**config.mk**
```make
export PLATFORM = sky130hd
export DESIGN_NAME = fsync_uart_tx
export DESIGN_NICKNAME = d
export VERILOG_FILES = /design/src/rtl/fsut_pkg.sv /design/src/rtl/fsut_bitclk.sv /design/src/rtl/fsut_fifo.sv /design/src/rtl/fsut_framer.sv /design/src/rtl/fsync_uart_tx.sv
export SDC_FILE = /design/constraint.sdc
export NUM_CORES = 1
export LEC_CHECK = 0
export BUFFER_PORTS_ARGS = -buffer_cell sky130_fd_sc_hd__buf_2
export CAP_MARGIN = 10
export CORE_UTILIZATION = 44
export CTS_CLUSTER_SIZE = 28
export DETAILED_ROUTE_END_ITERATION = 7
export PLACE_DENSITY_LB_ADDON = 0.25
export SYNTH_ARGS = -nofsm -noshare
export SYNTH_HDL_FRONTEND = slang
export SYNTH_SLANG_ARGS = --single-unit
```
**constraint.sdc**
```tcl
create_clock -name clk -period 2.83 [get_ports clk]
set_input_delay 0 -clock clk [delete_from_list [all_inputs] [get_ports clk]]
set_output_delay 0 -clock clk [all_outputs]
set_load 0.005 [all_outputs]
```
**src/rtl/fsut_pkg.sv**
```systemverilog
package fsut_pkg;
  // Character framing: pad(1) + start(0) + data + stop(1)
  localparam int unsigned FRAME_OVERHEAD = 3;
  // Low two bits of a packed word: bit0 pad high, bit1 start low
  localparam logic [1:0] LEAD_BITS = 2'b01;
  localparam logic       STOP_BIT  = 1'b1;

  typedef enum logic [1:0] {
    ST_WAIT_READY = 2'd0,
    ST_RUN        = 2'd1
  } fsut_phase_e;
endpackage

```
**src/rtl/fsut_bitclk.sv**
```systemverilog
module fsut_bitclk #(
  parameter int unsigned DIV_W = 16
) (
  input  logic             clk,
  input  logic             rst_ni,
  input  logic             run_i,
  input  logic [DIV_W-1:0] div_i,
  output logic             tick_o
);
  localparam int unsigned CNT_W = DIV_W + 1;

  logic [CNT_W-1:0] cnt_q, cnt_d;
  logic [CNT_W-1:0] limit;

  // bit period = 2*(div+1) cycles -> count 0 .. 2*div+1
  assign limit  = {div_i, 1'b1};
  assign tick_o = run_i && (cnt_q == limit);

  always_comb begin
    cnt_d = cnt_q;
    if (!run_i)      cnt_d = '0;
    else if (tick_o) cnt_d = '0;
    else             cnt_d = cnt_q + 1'b1;
  end

  always_ff @(posedge clk or negedge rst_ni) begin
    if (!rst_ni) cnt_q <= '0;
    else         cnt_q <= cnt_d;
  end
endmodule

```
**src/rtl/fsut_fifo.sv**
```systemverilog
module fsut_fifo #(
  parameter int unsigned WIDTH = 8,
  parameter int unsigned DEPTH = 8
) (
  input  logic             clk,
  input  logic             rst_ni,
  input  logic             push_i,
  input  logic [WIDTH-1:0] din_i,
  input  logic             pop_i,
  output logic [WIDTH-1:0] dout_o,
  output logic             full_o,
  output logic             empty_o
);
  localparam int unsigned AW = (DEPTH > 1) ? $clog2(DEPTH) : 1;
  localparam int unsigned CW = $clog2(DEPTH + 1);
  localparam logic [AW-1:0] LAST = AW'(DEPTH - 1);

  logic [WIDTH-1:0] mem [DEPTH];
  logic [AW-1:0]    wr_q, wr_d, rd_q, rd_d;
  logic [CW-1:0]    cnt_q, cnt_d;
  logic             do_push, do_pop;

  assign full_o  = (cnt_q == CW'(DEPTH));
  assign empty_o = (cnt_q == '0);
  assign do_push = push_i && !full_o;
  assign do_pop  = pop_i && !empty_o;
  assign dout_o  = mem[rd_q];

  always_comb begin
    wr_d  = wr_q;
    rd_d  = rd_q;
    cnt_d = cnt_q;
    if (do_push) wr_d = (wr_q == LAST) ? '0 : wr_q + 1'b1;
    if (do_pop)  rd_d = (rd_q == LAST) ? '0 : rd_q + 1'b1;
    case ({do_push, do_pop})
      2'b10:   cnt_d = cnt_q + 1'b1;
      2'b01:   cnt_d = cnt_q - 1'b1;
      default: cnt_d = cnt_q;
    endcase
  end

  always_ff @(posedge clk or negedge rst_ni) begin
    if (!rst_ni) begin
      wr_q  <= '0;
      rd_q  <= '0;
      cnt_q <= '0;
    end else begin
      wr_q  <= wr_d;
      rd_q  <= rd_d;
      cnt_q <= cnt_d;
    end
  end

  // storage: no reset, written only on an accepted push
  always_ff @(posedge clk) begin
    if (do_push) mem[wr_q] <= din_i;
  end
endmodule

```
**src/rtl/fsut_framer.sv**
```systemverilog
module fsut_framer
  import fsut_pkg::*;
#(
  parameter int unsigned DATA_W      = 8,
  parameter int unsigned FS_DIV      = 12,
  parameter int unsigned READY_TICKS = 3
) (
  input  logic              clk,
  input  logic              rst_ni,
  input  logic              en_i,
  input  logic              tick_i,
  input  logic              q_empty_i,
  input  logic [DATA_W-1:0] q_data_i,
  output logic              pop_o,
  output logic              starve_o,
  output logic              busy_o,
  output logic              line_o
);
  localparam int unsigned WORD_W = DATA_W + FRAME_OVERHEAD;
  localparam int unsigned IDX_W  = $clog2(WORD_W);
  localparam int unsigned FS_W   = $clog2(FS_DIV + 1);
  localparam int unsigned RDY_W  = $clog2(READY_TICKS + 1);
  localparam logic [IDX_W-1:0] IDX_LAST = IDX_W'(WORD_W - 1);

  fsut_phase_e       phase_q, phase_d;
  logic [RDY_W-1:0]  rdy_q, rdy_d;
  logic [FS_W-1:0]   fs_q, fs_d;
  logic [WORD_W-1:0] sreg_q, sreg_d;
  logic [IDX_W-1:0]  idx_q, idx_d;
  logic              busy_q, busy_d;
  logic              fsync;
  logic [WORD_W-1:0] packed_word;

  assign packed_word = {STOP_BIT, q_data_i, LEAD_BITS};
  assign fsync    = en_i && tick_i && (phase_q == ST_RUN) && (fs_q == FS_W'(FS_DIV));
  assign pop_o    = fsync && !q_empty_i;
  assign starve_o = fsync && q_empty_i;
  assign busy_o   = busy_q;
  assign line_o   = (en_i && busy_q) ? sreg_q[0] : 1'b1;

  always_comb begin
    phase_d = phase_q;
    rdy_d   = rdy_q;
    fs_d    = fs_q;
    sreg_d  = sreg_q;
    idx_d   = idx_q;
    busy_d  = busy_q;
    if (!en_i) begin
      phase_d = ST_WAIT_READY;
      rdy_d   = '0;
      fs_d    = '0;
      busy_d  = 1'b0;
      idx_d   = '0;
    end else if (tick_i) begin
      if (phase_q == ST_WAIT_READY) begin
        rdy_d = rdy_q + 1'b1;
        if (rdy_q == RDY_W'(READY_TICKS - 1)) phase_d = ST_RUN;
      end else begin
        fs_d = fsync ? '0 : fs_q + 1'b1;
        if (fsync) begin
          if (!q_empty_i) begin
            sreg_d = packed_word;
            idx_d  = '0;
            busy_d = 1'b1;
          end
        end else if (busy_q) begin
          if (idx_q == IDX_LAST) begin
            busy_d = 1'b0;
          end else begin
            idx_d  = idx_q + 1'b1;
            sreg_d = {1'b1, sreg_q[WORD_W-1:1]};
          end
        end
      end
    end
  end

  always_ff @(posedge clk or negedge rst_ni) begin
    if (!rst_ni) begin
      phase_q <= ST_WAIT_READY;
      rdy_q   <= '0;
      fs_q    <= '0;
      idx_q   <= '0;
      busy_q  <= 1'b0;
    end else begin
      phase_q <= phase_d;
      rdy_q   <= rdy_d;
      fs_q    <= fs_d;
      idx_q   <= idx_d;
      busy_q  <= busy_d;
    end
  end

  // datapath shift register: no reset needed, qualified by busy
  always_ff @(posedge clk) begin
    sreg_q <= sreg_d;
  end
endmodule

```
**src/rtl/fsync_uart_tx.sv**
```systemverilog
module fsync_uart_tx #(
  parameter int unsigned DATA_W      = 8,
  parameter int unsigned FIFO_DEPTH  = 8,
  parameter int unsigned DIV_W       = 16,
  parameter int unsigned FS_DIV      = 12,
  parameter int unsigned READY_TICKS = 3
) (
  input  logic              clk,
  input  logic              rst_n,
  input  logic              wr_en,
  input  logic [DATA_W-1:0] wr_data,
  input  logic              tx_enable,
  input  logic [DIV_W-1:0]  clk_div,
  input  logic              clr_ovf,
  input  logic              clr_udf,
  output logic              txd,
  output logic              fifo_full,
  output logic              hold_empty,
  output logic              shift_idle,
  output logic              ovf_flag,
  output logic              udf_flag
);
  localparam int unsigned SYNC_STAGES = 2;

  logic [SYNC_STAGES-1:0] rst_sync_q;
  logic                   rst_ni;
  logic                   tick, pop, starve, busy, q_empty, q_full;
  logic [DATA_W-1:0]      q_data;
  logic                   ovf_q, ovf_d, udf_q, udf_d;

  // asynchronous assertion, synchronous release
  always_ff @(posedge clk or negedge rst_n) begin
    if (!rst_n) rst_sync_q <= '0;
    else        rst_sync_q <= {rst_sync_q[SYNC_STAGES-2:0], 1'b1};
  end
  assign rst_ni = rst_sync_q[SYNC_STAGES-1];

  fsut_bitclk #(.DIV_W(DIV_W)) u_bitclk (
    .clk    (clk),
    .rst_ni (rst_ni),
    .run_i  (tx_enable),
    .div_i  (clk_div),
    .tick_o (tick)
  );

  fsut_fifo #(.WIDTH(DATA_W), .DEPTH(FIFO_DEPTH)) u_fifo (
    .clk     (clk),
    .rst_ni  (rst_ni),
    .push_i  (wr_en),
    .din_i   (wr_data),
    .pop_i   (pop),
    .dout_o  (q_data),
    .full_o  (q_full),
    .empty_o (q_empty)
  );

  fsut_framer #(.DATA_W(DATA_W), .FS_DIV(FS_DIV), .READY_TICKS(READY_TICKS)) u_framer (
    .clk       (clk),
    .rst_ni    (rst_ni),
    .en_i      (tx_enable),
    .tick_i    (tick),
    .q_empty_i (q_empty),
    .q_data_i  (q_data),
    .pop_o     (pop),
    .starve_o  (starve),
    .busy_o    (busy),
    .line_o    (txd)
  );

  always_comb begin
    ovf_d = (ovf_q && !clr_ovf) || (wr_en && q_full);
    udf_d = (udf_q && !clr_udf) || starve;
  end

  always_ff @(posedge clk or negedge rst_ni) begin
    if (!rst_ni) begin
      ovf_q <= 1'b0;
      udf_q <= 1'b0;
    end else begin
      ovf_q <= ovf_d;
      udf_q <= udf_d;
    end
  end

  assign fifo_full  = q_full;
  assign hold_empty = q_empty;
  assign shift_idle = q_empty && !busy;
  assign ovf_flag   = ovf_q;
  assign udf_flag   = udf_q;
endmodule

```
==> flow_summary.json, run 1 <==
{
  "status": "finished, violations left",
  "violations": "DRC",
  "vdd_drop_max_mv": 0.368,
  "pre_cts_ws_ns": 0.266,
  "cts_tree": "done",
  "p_clk_frac": 0.431,
  "final_common_cell": "edfxtp_1",
  "fin_crit_sh": 0.914,
  "dieHeight_um": 112,
  "die_area_mm2": 0.0125,
  "io_buffers": 35,
  "slew_viol_final": 0,
  "switching_power_mw": 1.14,
  "cts_buffer_depth": 2,
  "crit_start": "u_bitclk.cnt_q[2]",
  "power_frac_comb": 0.115,
  "hpwl_um": 6870,
  "skew_ns": 0.00609,
  "synth_nets": 426,
  "timing.rr.end": "u_fifo.cnt_q[3]",
  "final_cell_area_mm2": 0.00641,
  "syn_area_per_cell_um2": 13.8,
  "power_frac_seq": 0.454,
  "vias": 3217,
  "cts_buffers": 17,
  "nets": 496,
  "crit_fanout": 7,
  "ys_ff_latch": 117,
  "row_count": 39,
  "grt_max_degree": 42,
  "syn_area_mm2": 0.00529,
  "setup_viol": 0,
  "ctsHtreeMaxLevel": 4,
  "yosys_warnings": 0,
  "maxCapViolations": 0,
  "whs_path_depth": 6,
  "finalSetupTns_ns": 0,
  "syn_inst": 382,
  "worstHoldStart": "clk_div[3]",
  "grt_setup_unrepaired": "false",
  "dr.pass1.iters": 7,
  "ios": 36,
  "tightest_slew_ns": 0.931,
  "setup_slack_ns": 0.243,
  "gr-total-overflow": 0,
  "rr_startpoint": "u_bitclk.cnt_q[2]",
  "power_density_mw_per_mm2": 731,
  "power.leakage_nw": 2.49,
  "cts.clk_slew.worst_paths_ns": 0.06,
  "critPathCaptureType": "register",
  "p_total_mw": 4.68,
  "yosysSeqAreaShare": 0.624,
  "period_needed_ns": 2.59,
  "p_int_mw": 3.55,
  "finalWirelength_um": 10200,
  "coreArea_mm2": 0.0116,
  "hold_path_class": "input pin to register",
  "vias_per_cell": 5.30,
  "wl_per_cell_um": 16.8,
  "place_area_mm2": 0.00570,
  "clockRootBuffer": "clkbuf_16",
  "finalHoldViolations": 0,
  "n_antenna_cell": 0,
  "start_util": 0.457,
  "sw_frac_of_total": 0.243,
  "place_congestion": 0.790,
  "grt_pass1_vias": 3416,
  "grt_usage": 0.185,
  "synthTopCellsByArea": "edfxtp_1, dfrtp_1, mux4_2",
  "slew_headroom": 0.379,
  "crit_type": "register to register",
  "layout_common_cells": "edfxtp_1, dfrtp_1, buf_2",
  "antenna_left": 0,
  "cp.arrival_ns": 2.87,
  "reg2reg_depth": 12,
  "synthArstFlopShare": 0.368,
  "synth_flop_cell": "edfxtp_1",
  "layout-drive-gt1-share": 0.235,
  "area_growth_pct": 21.1,
  "r2r_setup_slack_ns": 0.24,
  "hold-path-endpoint": "u_framer.sreg_q[9]",
  "yosysTopAreaCell": "edfxtp_1",
  "max_freq_mhz": 387,
  "startpoint_type": "register",
  "antenna_found_initial": 0,
  "synth_top_area_share": 0.420,
  "grt_pass1_wl_um": 17300,
  "clkLatencyLatePin_ns": 0.41,
  "first_iter_violations": 201,
  "die_x_um": 112,
  "synth_cell_type_count": 50,
  "clock_sinks": 117,
  "crit_required_ns": 3.12,
  "synth-edff-count": 74,
  "route.detailed.drc": 7
}
## cell families (layout without fill, tap and decap cells)
kind of cell / after synthesis / after routing / share of synthesized area
XOR/XNOR: 28 / 28 / 0.0499
multiplexers: 30 / 30 / 0.0956
AND/OR/NAND/NOR: 123 / 123 / 0.125
adder cells (fa/ha/maj): 14 / 14 / 0.0345
buffers and inverters: 29 / 111 / 0.0229
AO/OA/AOI/OAI: 40 / 40 / 0.0473
flip-flops: 117 / 117 / 0.624
other: 1 / 1 / 0.000709
## per-stage QoR
stage / hold WS (ns) / cells / util
floorplan: -0.296 / 382 / -
global placement: -0.215 / 562 / 0.493
detailed placement: -0.213 / 562 / 0.493
CTS: 0.196 / 607 / 0.554
global route: 0.260 / 607 / 0.554
finish: 0.221 / 607 / 0.554
## Yosys cell counts (2+ instances only)
master     n
o211ai_1   2
and3_1     6
nor2b_1    3
or2_2      2
a21oi_1    2
nand3_1   15
xor2_1    14
clkbuf_1   6
mux4_2    16
inv_1     17
mux2_2     4
o311ai_0   2
ha_1      13
nand2b_1  13
dfrtp_1   43
edfxtp_1  74
nor3_1     6
mux2i_1   10
nand2_1   23
o22ai_1    3
nor2_1    31
and4_1     2
nand4_1    7
or3_1      4
buf_2      4
o21ai_0   19
a21boi_0   5
nand3b_1   2
xnor2_1   13
## worst max-delay path by stage
stage                                     to  slack (ns)  cells after the start
after floorplan           u_framer.sreg_q[0]        0.52                      7
after global placement       u_fifo.cnt_q[3]        0.37                     12
after detailed placement     u_fifo.cnt_q[3]        0.27                     12
after CTS                    u_fifo.cnt_q[3]        0.24                     12
after global routing         u_fifo.cnt_q[3]        0.05                     12
final                        u_fifo.cnt_q[3]        0.24                     12
## layer usage
layer,GRT usage,vias to the layer above,share of wire
li1,-,1552,-
met1,0.237,1587,0.45
met2,0.292,73,0.49
met3,0.0539,5,0.049
met4,0.0820,0,0.0087
met5,0,-,0
## power groups by stage
stage / combinational, mW / clock, mW / sequential, mW
after detailed placement: 0.520 / 0 / 2.16
final: 0.538 / 2.02 / 2.13
after CTS: 0.549 / 2.07 / 2.13
after global routing: 0.607 / 2.14 / 2.15
after floorplan: 0.324 / 0 / 2.13
after global placement: 0.502 / 0 / 2.15
## critical path, stage by stage (launching register included)
cell and delay, ns:
dfrtp_1 0.49, xnor2_4 0.21, nand3_1 0.09, nor3_1 0.18, nand3_1 0.16, nor2_1 0.17
ha_1 0.21, ha_1 0.24, a21o_1 0.17, a21oi_1 0.17, xnor2_1 0.14, nor2_1 0.07
xor2_1 0.15
## sequential cells by signal (all words and copies together) (netlist names), 3 cells and up
register and count:
u_fifo.mem 64, u_framer.sreg_q 10, u_framer.idx_q 4, u_bitclk.cnt_q 17
u_framer.fs_q 4, u_fifo.cnt_q 4, u_fifo.wr_q 3, u_fifo.rd_q 3
## layout make-up
class	instances	area [um^2]
well taps	143	179
fillers	934	5160
clock inverters	14	138
clock buffers	17	425
inverters	17	63.8
flip-flops and latches	117	3300
repair buffers	63	433
multi-input cells	236	1870
## repair_timing
item                                   in CTS  in global routing
endpoints found under the hold margin      69                  0
setup buffers                               0                  0
hold buffers                               14                  0
resized for setup                           0                  0
No activity file was read; power rests on OpenSTA's default activity.
==> run 2, diff against run 1 <==
CELL_PAD_IN_SITES_DETAIL_PLACEMENT = 1   (was unset)
CELL_PAD_IN_SITES_GLOBAL_PLACEMENT = 1   (was unset)
==> flow_summary.json, run 2 (synthesized netlist as in run 1, its figures left out) <==
{
  "crit_start": "u_bitclk.cnt_q[2]",
  "finalHoldViolations": 0,
  "switching_power_mw": 1.25,
  "top_regs": "u_fifo.mem x64, u_bitclk.cnt_q x17, u_framer.sreg_q x10",
  "clkLatencyLatePin_ns": 0.42,
  "clockRootBuffer": "clkbuf_16",
  "tightest_slew_ns": 0.918,
  "crit_type": "register to register",
  "power_frac_seq": 0.431,
  "grt_usage": 0.199,
  "regMostFlops": "u_fifo.mem",
  "dieHeight_um": 112,
  "crit_required_ns": 3.13,
  "coreArea_mm2": 0.0116,
  "crit_fanout": 7,
  "grt_pass1_vias": 3511,
  "finalWirelength_um": 11200,
  "grt_pass1_wl_um": 18300,
  "cpPeakStageDelay_ns": 0.48,
  "cp_cell_sequence": "xnor2_4, nand3_1, nor3_1, nand3_1, nor2_1, ha_1, ha_1, a21o_1, a21oi_1, xnor2_1, nor2_1, xor2_1",
  "status": "finished, violations left",
  "power_density_mw_per_mm2": 765,
  "layoutNonFillerInstCount": 607,
  "die_area_mm2": 0.0125,
  "post_cts_buffers": 0,
  "startpoint_type": "register",
  "max_freq_mhz": 387,
  "ios": 36,
  "cts.clk_slew.worst_paths_ns": 0.06,
  "r2r_setup_slack_ns": 0.25,
  "cts_tree": "done",
  "slew_viol_final": 0,
  "cts_buffers": 17,
  "die_x_um": 112,
  "layout-drive-gt1-share": 0.239,
  "vias": 3275,
  "largest_reg_flops": 64,
  "sw_frac_of_total": 0.254,
  "critPathCaptureType": "register",
  "antenna_found_initial": 0,
  "setup_viol": 0,
  "setup_slack_ns": 0.248,
  "violations": "DRC",
  "gr-total-overflow": 0,
  "whs_ns": 0.202,
  "layout_common_cells": "edfxtp_1, dfrtp_1, buf_2",
  "hold_path_class": "input pin to register",
  "wl_per_cell_um": 18.4,
  "power.leakage_nw": 2.52,
  "dr.pass1.iters": 6,
  "nFillCells": 1146,
  "skew_ns": 0.00779,
  "nets": 495,
  "start_util": 0.457,
  "p_int_mw": 3.69,
  "grt_setup_unrepaired": "false",
  "worstHoldStart": "clk_div[5]",
  "reg2reg_depth": 12,
  "dp_cells": 561,
  "final_common_cell": "edfxtp_1",
  "timing.rr.end": "u_fifo.cnt_q[3]",
  "critPathSlowestCell": "dfrtp_2",
  "p_clk_frac": 0.461,
  "first_iter_violations": 212,
  "antenna_left": 0,
  "power_frac_comb": 0.108,
  "grt_max_degree": 42,
  "slew_headroom": 0.388,
  "pre_cts_ws_ns": 0.161,
  "io_buffers": 35,
  "n_antenna_cell": 0,
  "row_count": 39,
  "finalSetupTns_ns": 0,
  "cp_top_family": "simple AND/OR/NAND/NOR gates",
  "place_congestion": 0.807,
  "endpoint": "u_fifo.cnt_q[3]",
  "cp.buffers_inverters": 0,
  "fin_crit_sh": 0.912,
  "maxCapViolations": 0,
  "rr_startpoint": "u_bitclk.cnt_q[2]",
  "hpwl_um": 7600,
  "vdd_drop_max_mv": 0.780,
  "area_growth_pct": 22.1,
  "cp_num_cells": 12,
  "route.detailed.drc": 2,
  "ctsHtreeMaxLevel": 4,
  "clock_sinks": 117,
  "cp.arrival_ns": 2.88,
  "period_needed_ns": 2.58,
  "cts_buffer_depth": 2,
  "vias_per_cell": 5.40
}
run 2: per-stage QoR:
stage	utilization	power (mW)	cell area [um^2]
floorplan	-	2.45	5290
global placement	0.492	2.64	5680
detailed placement	0.492	2.68	5680
CTS	0.558	5.00	6460
global route	0.558	5.13	6460
finish	0.558	4.94	6460
run 2: what timing repair did:
item / in CTS / in global routing
hold buffers: 14 / 0
hold endpoints to repair: 76 / 0
gates resized for setup: 0 / 1
endpoints found under the setup margin: 0 / 1
run 2: final cells by class:
class / instances / area, um^2 / share of cell area
clock buffer: 17 / 425 / 0.0659
clock inverter: 15 / 208 / 0.0322
inverter: 17 / 63.8 / 0.00988
multi-input combinational: 236 / 1870 / 0.289
sequential: 117 / 3300 / 0.511
tap: 143 / 179 / 0.0277
timing repair buffer: 62 / 413 / 0.0639
run 2: power by group through the flow:
stage	combinational (mW)	clock, mW	sequential [mW]
global placement	0.497	0	2.15
floorplan	0.324	0	2.13
detailed placement	0.521	0	2.16
global route	0.597	2.38	2.15
finish	0.534	2.28	2.13
CTS	0.546	2.32	2.13
run 2: how the worst min path moves through the flow:
stage	end	cells after the start
floorplan	rst_sync_q[0]	0
global placement	rst_sync_q[0]	1
global route	u_framer.sreg_q[9]	6
finish	u_framer.sreg_q[9]	6
detailed placement	rst_sync_q[0]	1
CTS	u_framer.sreg_q[9]	6
run 2: routing by layer:
metal  part of all wire  vias up  GRT usage  wire length (um)
met5                  0        -          0                 0
met4              0.017        0     0.0811               185
met2               0.49       55      0.317              5500
li1                   -     1544          -                 -
met3              0.039       17     0.0642               430
met1               0.45     1659      0.251              5040
run 2: tightest hold or removal path, cell delays in order:
cell and delay, ns:
buf_2 0.09, nand2b_1 0.07, nand3_1 0.07, nor3_1 0.05, nand3_1 0.12, nand3b_1 0.11
==> run 3, diff against run 2 <==
BUFFER_PORTS_ARGS = -buffer_cell sky130_fd_sc_hd__buf_4   (was -buffer_cell sky130_fd_sc_hd__buf_2)
==> flow_summary.json, run 3 (synthesized netlist as in run 1, its figures left out) <==
{
  "status": "finished, violations left",
  "violations": "DRC",
  "ctsHtreeMaxLevel": 4,
  "setup_viol": 0,
  "clock_sinks": 117,
  "layout-drive-gt1-share": 0.243,
  "regMostFlops": "u_fifo.mem",
  "slew_viol_final": 0,
  "nFillCells": 1131,
  "die_x_um": 112,
  "utilization": 0.567,
  "dieHeight_um": 112,
  "fin_crit_sh": 0.943,
  "crit_required_ns": 3.12,
  "crit_type": "register to register",
  "top_regs": "u_fifo.mem x64, u_bitclk.cnt_q x17, u_framer.sreg_q x10",
  "vdd_drop_max_mv": 0.856,
  "cts_buffer_depth": 2,
  "first_iter_violations": 111,
  "power.leakage_nw": 2.53,
  "coreArea_mm2": 0.0116,
  "vias_per_cell": 5.38,
  "grt_pass1_wl_um": 19300,
  "tightest_slew_ns": 0.933,
  "clkLatencyLatePin_ns": 0.41,
  "cp.arrival_ns": 2.96,
  "grt_usage": 0.210,
  "antenna_found_initial": 0,
  "grt_pass1_vias": 3668,
  "start_util": 0.457,
  "gr-total-overflow": 0,
  "max_freq_mhz": 375,
  "nets": 496,
  "antenna_left": 0,
  "ios": 36,
  "die_area_mm2": 0.0125,
  "cts_tree": "done",
  "layout_common_cells": "edfxtp_1, buf_4, dfrtp_1",
  "n_antenna_cell": 0,
  "place_congestion": 0.830,
  "finalWirelength_um": 11700,
  "largest_reg_flops": 64,
  "grt_max_degree": 42,
  "crit_fanout": 4,
  "cts_buffers": 17,
  "hpwl_um": 7480,
  "finalSetupTns_ns": 0,
  "startpoint_type": "register",
  "slew_headroom": 0.378,
  "row_count": 39,
  "skew_ns": 0.00691,
  "area_growth_pct": 23.9,
  "setup_slack_ns": 0.162,
  "final_common_cell": "edfxtp_1",
  "cts.clk_slew.worst_paths_ns": 0.06,
  "power_density_mw_per_mm2": 760,
  "place_area_mm2": 0.00577,
  "io_buffers": 35,
  "critPathCaptureType": "register",
  "wl_per_cell_um": 19.3,
  "finalHoldViolations": 0,
  "grt_setup_unrepaired": "false",
  "final_cell_area_mm2": 0.00655,
  "clockRootBuffer": "clkbuf_16",
  "hold_path_class": "input pin to register",
  "dr.pass1.iters": 6,
  "vias": 3272,
  "pre_cts_ws_ns": 0.185,
  "route.detailed.drc": 2,
  "period_needed_ns": 2.67,
  "maxCapViolations": 0
}
[run 3: cell count changes in the layout (fill, tap and decap cells not counted)]
cell	before	now
dfrtp_1	41	39
buf_4	13	49
dfrtp_2	2	4
inv_8	5	0
bufinv_16	3	4
nor2_2	0	1
clkinv_1	0	1
clkinv_4	3	2
nor2_1	31	30
clkinvlp_4	0	3
clkbuf_1	0	1
buf_2	35	0
[run 3: through the flow]
stage               std cells  hold slack, ns  power, mW
floorplan                 382          -0.296       2.45
global placement          561          -0.218       2.66
detailed placement        561          -0.212       2.71
CTS                       607           0.212       5.04
global route              608           0.262       5.17
finish                    608           0.250       4.98
[run 3: routing by layer]
layer	global-route usage	vias to the layer above	part of all wire
met4	0.0784	0	0.0097
li1	-	1548	-
met5	0	-	0
met2	0.344	53	0.51
met3	0.0599	11	0.036
met1	0.265	1660	0.44
[run 3: final timing paths]
path                                    start                  to  slack (ns)  cells after the start
setup / recovery           u_bitclk.cnt_q[13]     u_fifo.cnt_q[3]        0.16                     12
hold / removal                     clk_div[3]  u_framer.sreg_q[9]        0.25                      6
setup reg to reg           u_bitclk.cnt_q[13]     u_fifo.cnt_q[3]        0.16                     12
hold reg to reg                 rst_sync_q[0]       rst_sync_q[1]        0.37                      0
max in group asynchronous       rst_sync_q[1]   u_bitclk.cnt_q[8]        1.77                      0
min in group asynchronous       rst_sync_q[1]  u_bitclk.cnt_q[11]        0.42                      0
[run 3: worst max-delay path: stages (launching register included)]
cell,delay [ns]
dfrtp_1,0.43
xnor2_1,0.25
nand3_1,0.10
nor3_1,0.19
nand3_1,0.17
nor2_2,0.18
ha_1,0.24
ha_1,0.26
a21o_1,0.19
a21oi_1,0.17
xnor2_1,0.14
nor2_1,0.08
xor2_1,0.15
[run 3: cell type report]
type	count	area, um^2	share of cell area
inverters	17	63.8	0.00974
clock inverters	14	199	0.0304
flip-flops and latches	117	3300	0.504
well taps	143	179	0.0273
repair buffers	63	508	0.0775
multi-input cells	236	1870	0.286
clock buffers	18	429	0.0655
[run 3: what timing repair did]
| item | CTS | global route |
|---|---|---|
| setup endpoints to repair | 0 | 1 |
| gates resized for setup | 0 | 4 |
| buffers inserted | 0 | 1 |
| hold buffers | 14 | 0 |
| endpoints found under the hold margin | 80 | 0 |
[run 3: where the power goes]
part           internal (mW)  switching [mW]
registers               2.02           0.111
clock network           1.48           0.800
logic                  0.262           0.306
total                   3.77            1.22
